**src/rtl/lcdb_pkg.sv**
```systemverilog
package lcdb_pkg;

  typedef enum logic [1:0] {
    ST_IDLE    = 2'd0,
    ST_SETUP   = 2'd1,
    ST_PULSE   = 2'd2,
    ST_RECOVER = 2'd3
  } lcdb_state_e;

  typedef struct packed {
    logic rs;
    logic rw;
  } lcdb_sel_t;

  // high byte falls inside the display window
  function automatic logic win_match(input logic [7:0] a, input logic [5:0] tag);
    return a[7:2] == tag;
  endfunction

  // direction bit from the address picks which strobe must be the only low one
  function automatic logic strobe_fits(input logic rw, input logic rdn, input logic wrn);
    return rw ? (!rdn && wrn) : (!wrn && rdn);
  endfunction

  // selected strobe has been let go
  function automatic logic strobe_released(input logic rw, input logic rdn, input logic wrn);
    return rw ? rdn : wrn;
  endfunction

endpackage

```
**src/rtl/lcdb_sampler.sv**
```systemverilog
module lcdb_sampler #(
  parameter int AW = 8,
  parameter int DW = 8
) (
  input  logic          clk,
  input  logic          rst_n,
  input  logic [AW-1:0] addr_i,
  input  logic          rd_n_i,
  input  logic          wr_n_i,
  input  logic [DW-1:0] din_i,
  output logic [AW-1:0] addr_q,
  output logic          rd_n_q,
  output logic          wr_n_q,
  output logic [DW-1:0] din_q
);

  always_ff @(posedge clk or negedge rst_n) begin
    if (!rst_n) begin
      addr_q <= '0;
      rd_n_q <= 1'b1;
      wr_n_q <= 1'b1;
      din_q  <= '0;
    end else begin
      addr_q <= addr_i;
      rd_n_q <= rd_n_i;
      wr_n_q <= wr_n_i;
      din_q  <= din_i;
    end
  end

endmodule

```
**src/rtl/lcdb_decode.sv**
```systemverilog
module lcdb_decode
  import lcdb_pkg::*;
#(
  parameter logic [5:0] WIN_TAG = 6'b101010
) (
  input  logic [7:0] addr_q,
  input  logic       rd_n_q,
  input  logic       wr_n_q,
  output logic       req,
  output logic       dual_low,
  output lcdb_sel_t  sel
);

  logic in_win;

  always_comb begin
    in_win   = win_match(addr_q, WIN_TAG);
    sel.rs   = addr_q[1];
    sel.rw   = addr_q[0];
    dual_low = !rd_n_q && !wr_n_q;
    req      = in_win && strobe_fits(sel.rw, rd_n_q, wr_n_q);
  end

endmodule

```
**src/rtl/lcdb_seq.sv**
```systemverilog
module lcdb_seq
  import lcdb_pkg::*;
#(
  parameter int SETUP_CYC = 3,
  parameter int WIDTH_CYC = 5
) (
  input  logic        clk,
  input  logic        rst_n,
  input  logic        req,
  input  lcdb_sel_t   sel_in,
  input  logic        rd_n_q,
  input  logic        wr_n_q,
  output lcdb_state_e state,
  output logic        lcd_e,
  output logic        lcd_rs,
  output logic        lcd_rw,
  output logic        ev_accept,
  output logic        ev_e_rise,
  output logic        ev_e_fall,
  output logic        ev_abort
);

  localparam int MAXC = (SETUP_CYC > WIDTH_CYC) ? SETUP_CYC : WIDTH_CYC;
  localparam int CW   = $clog2(MAXC + 1);
  localparam logic [CW-1:0] SETUP_LAST = CW'(SETUP_CYC - 1);
  localparam logic [CW-1:0] WIDTH_LAST = CW'(WIDTH_CYC - 1);

  lcdb_state_e state_n;
  logic [CW-1:0] cnt, cnt_n;
  lcdb_sel_t sel_q;
  logic held, released;

  always_comb begin
    held     = strobe_fits(sel_q.rw, rd_n_q, wr_n_q);
    released = strobe_released(sel_q.rw, rd_n_q, wr_n_q);
  end

  always_comb begin
    state_n   = state;
    cnt_n     = cnt;
    ev_accept = 1'b0;
    ev_e_rise = 1'b0;
    ev_e_fall = 1'b0;
    ev_abort  = 1'b0;
    unique case (state)
      ST_IDLE: begin
        if (req) begin
          ev_accept = 1'b1;
          state_n   = ST_SETUP;
          cnt_n     = '0;
        end
      end
      ST_SETUP: begin
        if (!held) begin
          ev_abort = 1'b1;
          state_n  = ST_IDLE;
        end else if (cnt == SETUP_LAST) begin
          ev_e_rise = 1'b1;
          state_n   = ST_PULSE;
          cnt_n     = '0;
        end else begin
          cnt_n = cnt + 1'b1;
        end
      end
      ST_PULSE: begin
        if (cnt >= WIDTH_LAST && released) begin
          ev_e_fall = 1'b1;
          state_n   = ST_RECOVER;
        end else if (cnt < WIDTH_LAST) begin
          cnt_n = cnt + 1'b1;
        end
      end
      default: begin
        state_n = ST_IDLE;
      end
    endcase
  end

  always_ff @(posedge clk or negedge rst_n) begin
    if (!rst_n) begin
      state <= ST_IDLE;
      cnt   <= '0;
      sel_q <= '0;
    end else begin
      state <= state_n;
      cnt   <= cnt_n;
      if (ev_accept) sel_q <= sel_in;
    end
  end

  assign lcd_e  = (state == ST_PULSE);
  assign lcd_rs = sel_q.rs;
  assign lcd_rw = sel_q.rw;

endmodule

```
**src/rtl/lcdb_datapath.sv**
```systemverilog
module lcdb_datapath
  import lcdb_pkg::*;
#(
  parameter int DW = 8
) (
  input  logic          clk,
  input  logic          rst_n,
  input  lcdb_state_e   state,
  input  logic          rw,
  input  logic          rd_n,
  input  logic [DW-1:0] din_q,
  input  logic [DW-1:0] lcd_din,
  output logic [DW-1:0] lcd_dout,
  output logic          lcd_doe,
  output logic [DW-1:0] bus_dout,
  output logic          bus_oe
);

  logic active;
  logic [DW-1:0] wdat, rdat;

  assign active = (state == ST_SETUP) || (state == ST_PULSE);

  always_ff @(posedge clk or negedge rst_n) begin
    if (!rst_n) begin
      wdat <= '0;
      rdat <= '0;
    end else begin
      if (active && !rw) wdat <= din_q;
      if (state == ST_PULSE && rw) rdat <= lcd_din;
    end
  end

  assign lcd_dout = wdat;
  assign lcd_doe  = !rw && (state != ST_IDLE);
  assign bus_dout = rdat;
  assign bus_oe   = rw && active && !rd_n;

endmodule

```
**src/rtl/lcd_bus_bridge.sv**
```systemverilog
module lcd_bus_bridge
  import lcdb_pkg::*;
#(
  parameter int         SETUP_CYC = 3,
  parameter int         WIDTH_CYC = 5,
  parameter logic [5:0] WIN_TAG   = 6'b101010
) (
  input  logic       clk,
  input  logic       rst_n,
  input  logic [7:0] addr_hi,
  input  logic       rd_n,
  input  logic       wr_n,
  input  logic [7:0] bus_din,
  output logic [7:0] bus_dout,
  output logic       bus_oe,
  output logic       lcd_rs,
  output logic       lcd_rw,
  output logic       lcd_e,
  output logic [7:0] lcd_dout,
  input  logic [7:0] lcd_din,
  output logic       lcd_doe
);

  localparam int DW = 8;

  logic [7:0]    s_addr;
  logic          s_rd_n, s_wr_n;
  logic [DW-1:0] s_din;
  logic          req, dual_low;
  lcdb_sel_t     sel;
  lcdb_state_e   state;
  logic          ev_accept, ev_e_rise, ev_e_fall, ev_abort;

  lcdb_sampler #(.AW(8), .DW(DW)) u_smp (
    .clk(clk), .rst_n(rst_n),
    .addr_i(addr_hi), .rd_n_i(rd_n), .wr_n_i(wr_n), .din_i(bus_din),
    .addr_q(s_addr), .rd_n_q(s_rd_n), .wr_n_q(s_wr_n), .din_q(s_din)
  );

  lcdb_decode #(.WIN_TAG(WIN_TAG)) u_dec (
    .addr_q(s_addr), .rd_n_q(s_rd_n), .wr_n_q(s_wr_n),
    .req(req), .dual_low(dual_low), .sel(sel)
  );

  lcdb_seq #(.SETUP_CYC(SETUP_CYC), .WIDTH_CYC(WIDTH_CYC)) u_seq (
    .clk(clk), .rst_n(rst_n),
    .req(req), .sel_in(sel), .rd_n_q(s_rd_n), .wr_n_q(s_wr_n),
    .state(state), .lcd_e(lcd_e), .lcd_rs(lcd_rs), .lcd_rw(lcd_rw),
    .ev_accept(ev_accept), .ev_e_rise(ev_e_rise),
    .ev_e_fall(ev_e_fall), .ev_abort(ev_abort)
  );

  lcdb_datapath #(.DW(DW)) u_dp (
    .clk(clk), .rst_n(rst_n),
    .state(state), .rw(lcd_rw), .rd_n(rd_n),
    .din_q(s_din), .lcd_din(lcd_din),
    .lcd_dout(lcd_dout), .lcd_doe(lcd_doe),
    .bus_dout(bus_dout), .bus_oe(bus_oe)
  );

endmodule

```
**config.mk**
```make
export PLATFORM = sky130hd
export DESIGN_NAME = lcd_bus_bridge
export DESIGN_NICKNAME = d
export VERILOG_FILES = /design/src/rtl/lcdb_pkg.sv /design/src/rtl/lcdb_sampler.sv /design/src/rtl/lcdb_decode.sv /design/src/rtl/lcdb_seq.sv /design/src/rtl/lcdb_datapath.sv /design/src/rtl/lcd_bus_bridge.sv
export SDC_FILE = /design/constraint.sdc
export NUM_CORES = 1
export LEC_CHECK = 0
export BUFFER_PORTS_ARGS = -buffer_cell sky130_fd_sc_hd__buf_4
export CAP_MARGIN = 20
export CORE_MARGIN = 8
export CORE_UTILIZATION = 45
export CTS_CLUSTER_DIAMETER = 40
export DETAILED_ROUTE_END_ITERATION = 10
export HOLD_SLACK_MARGIN = 0.06
export PLACE_DENSITY_LB_ADDON = 0.12
export RECOVER_POWER = 50
export SLEW_MARGIN = 40
export SYNTH_ARGS = -nofsm -noshare
export SYNTH_HDL_FRONTEND = slang
export SYNTH_SLANG_ARGS = --single-unit
```
**constraint.sdc**
```tcl
create_clock -name clk -period 1.7 [get_ports clk]
set_input_delay 0.085 -clock clk [delete_from_list [all_inputs] [get_ports clk]]
set_output_delay 0.085 -clock clk [all_outputs]
set_load 0.02 [all_outputs]
```
==> flow_summary.toml <==
[status]
outcome = "completed"

[grt]
grt_pass1_wl_um = 5970
grt_max_degree = 42
grt_pass1_vias = 1312
grt_usage_pct = 12.5
grt_antenna_before_repair = 0
grt_remaining_overflow = 0

[power]
pwr-share-comb_pct = 43.1
vdd_drop_max_mv = 0.878
powerDensity_nw_per_um2 = 1290
p_seq_share_pct = 38.4
sw_frac_of_total_pct = 34.1
p_sw_uw = 1110
clock_power_share_pct = 18.5
p_leak_uw = 0.00119
p_int_uw = 2150

[timing]
fin_crit_sh_pct = 100
hold_violations = 0
grt_setup_unrepaired = "true"
report.final.slew_viol_count = 0
timing.final.ws_setup_ps = 0.353
tightestPinTransition_ps = 945
fmax_mhz = 588
setup_viol = 0
skew_ps = 8.54
fin_crit_ps = 1700
slew_headroom_pct = 37.0

[placed_design]
numPortBuffers = 48
place.gp.congestion = 0.811
dp_slack_ps = -31.1
dpl.hpwl_um = 2550
placed_cell_area_um2 = 2090

[die]
core_area_um2 = 3610
fp.dieW_um = 76.6
core.rowCount = 22
die_h_um = 76.6
num_io_pins = 49
initial_core_util_pct = 45.8
die-area_um2 = 5860

[clock_network]
cts_sinks = 41
cts_buffer_depth = 2
h-tree-depth = 2
path_clk_slew_ps = 80
numCtsBuffers = 5
clk_latency_ps = 290
root_buffer = "clkbuf_8"
cts_tree = "yes"

[drt]
initialDrtViolationCount = 55
drt_first_pass_iters = 4
totalWireLength_um = 3590
routed_via_density = 4.75
vias = 1201
antenna_left = 0
drc = 0
wl_per_cell_um = 14.2

[critical_path]
criticalPathCategory = "reg2reg"
worstReg2RegStart = "u_smp.rd_n_q$_DFF_PN1_"
slowest_stage = "dfstp_2"
cp-startpoint = "u_smp.rd_n_q$_DFF_PN1_"
cp_num_buf_inv = 0
cpPeakStageDelay_ps = 550
r2r_setup_slack_ps = 0.4
crit_chain = "and3b_2 -> o2111ai_4 -> or2_4 -> mux2_2"
crit_fanout = 6
start_kind = "register"
arrival_ps = 1880
endpoint_kind = "register"
critPathRequiredTime_ps = 1880
critPathTopFamily = "flip-flops"

[synth]
synthSimpleGateAreaFrac_pct = 7.05
syn_nets = 153
ys_seq_area_share_pct = 62.3
yosys.area_share.adder_pct = 6.06
synth_cells = 117
synth_area_um2 = 1650
synth-edff-count = 0
synth_top_flop_cell = "dfrtp_1"
synth-compound-area-share_pct = 6.74
synthMuxAreaShare_pct = 14.7
synth_area_per_cell_um2 = 14.1
ys_ff_latch = 41
synthArstFlopShare_pct = 100
synth_cell_types = 28
synth_top_family_by_area = "multiplexers"
synth_warnings = 0
synth-xor-area-share_pct = 0

[hold_path]
min_from = "rd_n"
hp-class = "in2reg"

[run]
maxCapViolCount = 0

[layout]
diodes = 0
areaGrowthSynthToFinish_pct = 53.3
drive_above_1_share_pct = 46.3
fillers = 260
postLayoutCellArea_um2 = 2530
regArea_um2 = 1030
multi_input_area_um2 = 626
final_nets = 240
power groups by stage:
| stage | combinational [uW] | clock [uW] | sequential, uW |
|---|---|---|---|
| after detailed placement | 1290 | 0 | 1270 |
| final | 1410 | 604 | 1250 |
| after global placement | 1250 | 0 | 1270 |
| after floorplan | 639 | 0 | 1400 |
| after global routing | 1520 | 672 | 1280 |
| after CTS | 1350 | 633 | 1260 |
routing by layer:
metal	vias to the layer above	global-route usage, %	part of all wire [%]
met4	0	4.04	1.0
met2	34	21.7	54
met3	7	5.31	6.1
met1	586	13.4	39
li1	574	-	-
met5	-	0	0
through the flow:
step	total power (uW)	TNS, ps	cells	util (%)	hold slack (ps)
after detailed placement	2570	-83.1	215	58.0	89.5
final	3270	0	253	70.2	450
after floorplan	2040	0	117	-	-211
after global routing	3480	-225	253	70.2	444
after global placement	2520	0	215	58.0	84.4
after CTS	3240	0	250	68.3	309
worst paths after layout:
path	cells past startpoint	to
max in group asynchronous	2	u_smp.addr_q[4]$_DFF_PN0_
max	4	u_seq.lcd_rs$_DFFE_PN0P_
min reg2reg	1	u_dp.lcd_dout[1]$_DFFE_PN0P_
min	2	u_smp.rd_n_q$_DFF_PN1_
max reg2reg	4	u_seq.lcd_rs$_DFFE_PN0P_
min in group asynchronous	2	u_seq.state[1]$_DFFE_PN0P_
worst reg2reg max path, cell delays in order, from the launching register on:
cell       delay, ps
dfstp_2          550
and3b_2          230
o2111ai_4        290
or2_4            200
mux2_2           320
cell usage after synthesis, drive strengths merged (2+ instances only):
cell type / instances / area (um^2)
dfrtp: 39 / 976
mux2: 18 / 203
inv: 9 / 33.8
ha: 8 / 100
nand2: 7 / 26.3
mux2i: 4 / 40.0
a21oi: 2 / 10.0
a221oi: 2 / 17.5
and3b: 2 / 20.0
clkbuf: 2 / 7.51
dfstp: 2 / 52.6
nand3: 2 / 10.0
nor2: 2 / 7.51
nor2b: 2 / 12.5
nor3b: 2 / 15.0
o21a: 2 / 15.0
logic make-up (layout without fill, tap and decap cells):
| kind of cell | Yosys count | after routing |
|---|---|---|
| AO/OA/AOI/OAI | 14 | 14 |
| buffers and inverters | 12 | 100 |
| adder cells (fa/ha/maj) | 8 | 8 |
| flip-flops | 41 | 41 |
| AND/OR/NAND/NOR | 20 | 20 |
| multiplexers | 22 | 22 |
state kept, by name, summed over array words and instances (netlist names):
name	count
u_dp.bus_dout	8
u_dp.lcd_dout	8
u_smp.addr_q	8
u_smp.din_q	8
u_seq.cnt	3
u_seq.state	2
u_seq.lcd_rs	1
u_seq.lcd_rw	1
u_smp.rd_n_q	1
u_smp.wr_n_q	1
what timing repair did:
item | CTS | global route
endpoints found under the hold margin | 65 | 0
pin swaps | 0 | 2
setup endpoints to repair | 5 | 14
buffers inserted | 0 | 3
resized for setup | 2 | 8
hold buffers | 27 | 0
area by class of cell:
class	count	share of cell area, %
Timing Repair Buffer	83	27.5
Tap cell	48	2.37
Clock inverter	3	0.692
Sequential cell	41	40.6
Multi-Input combinational cell	64	24.7
Clock buffer	5	2.72
Inverter	9	1.33
cell usage in the layout, fill, tap and decap left out, types with 4 or more instances in the layout:
master / count
dfrtp_1: 39
buf_4: 36
dlygate4sd3_1: 27
mux2_2: 17
clkbuf_4: 17
inv_1: 9
ha_1: 8
nand2_1: 7
clkbuf_8: 5
mux2i_1: 4
Note: power is estimated with default switching activity, not from simulation.
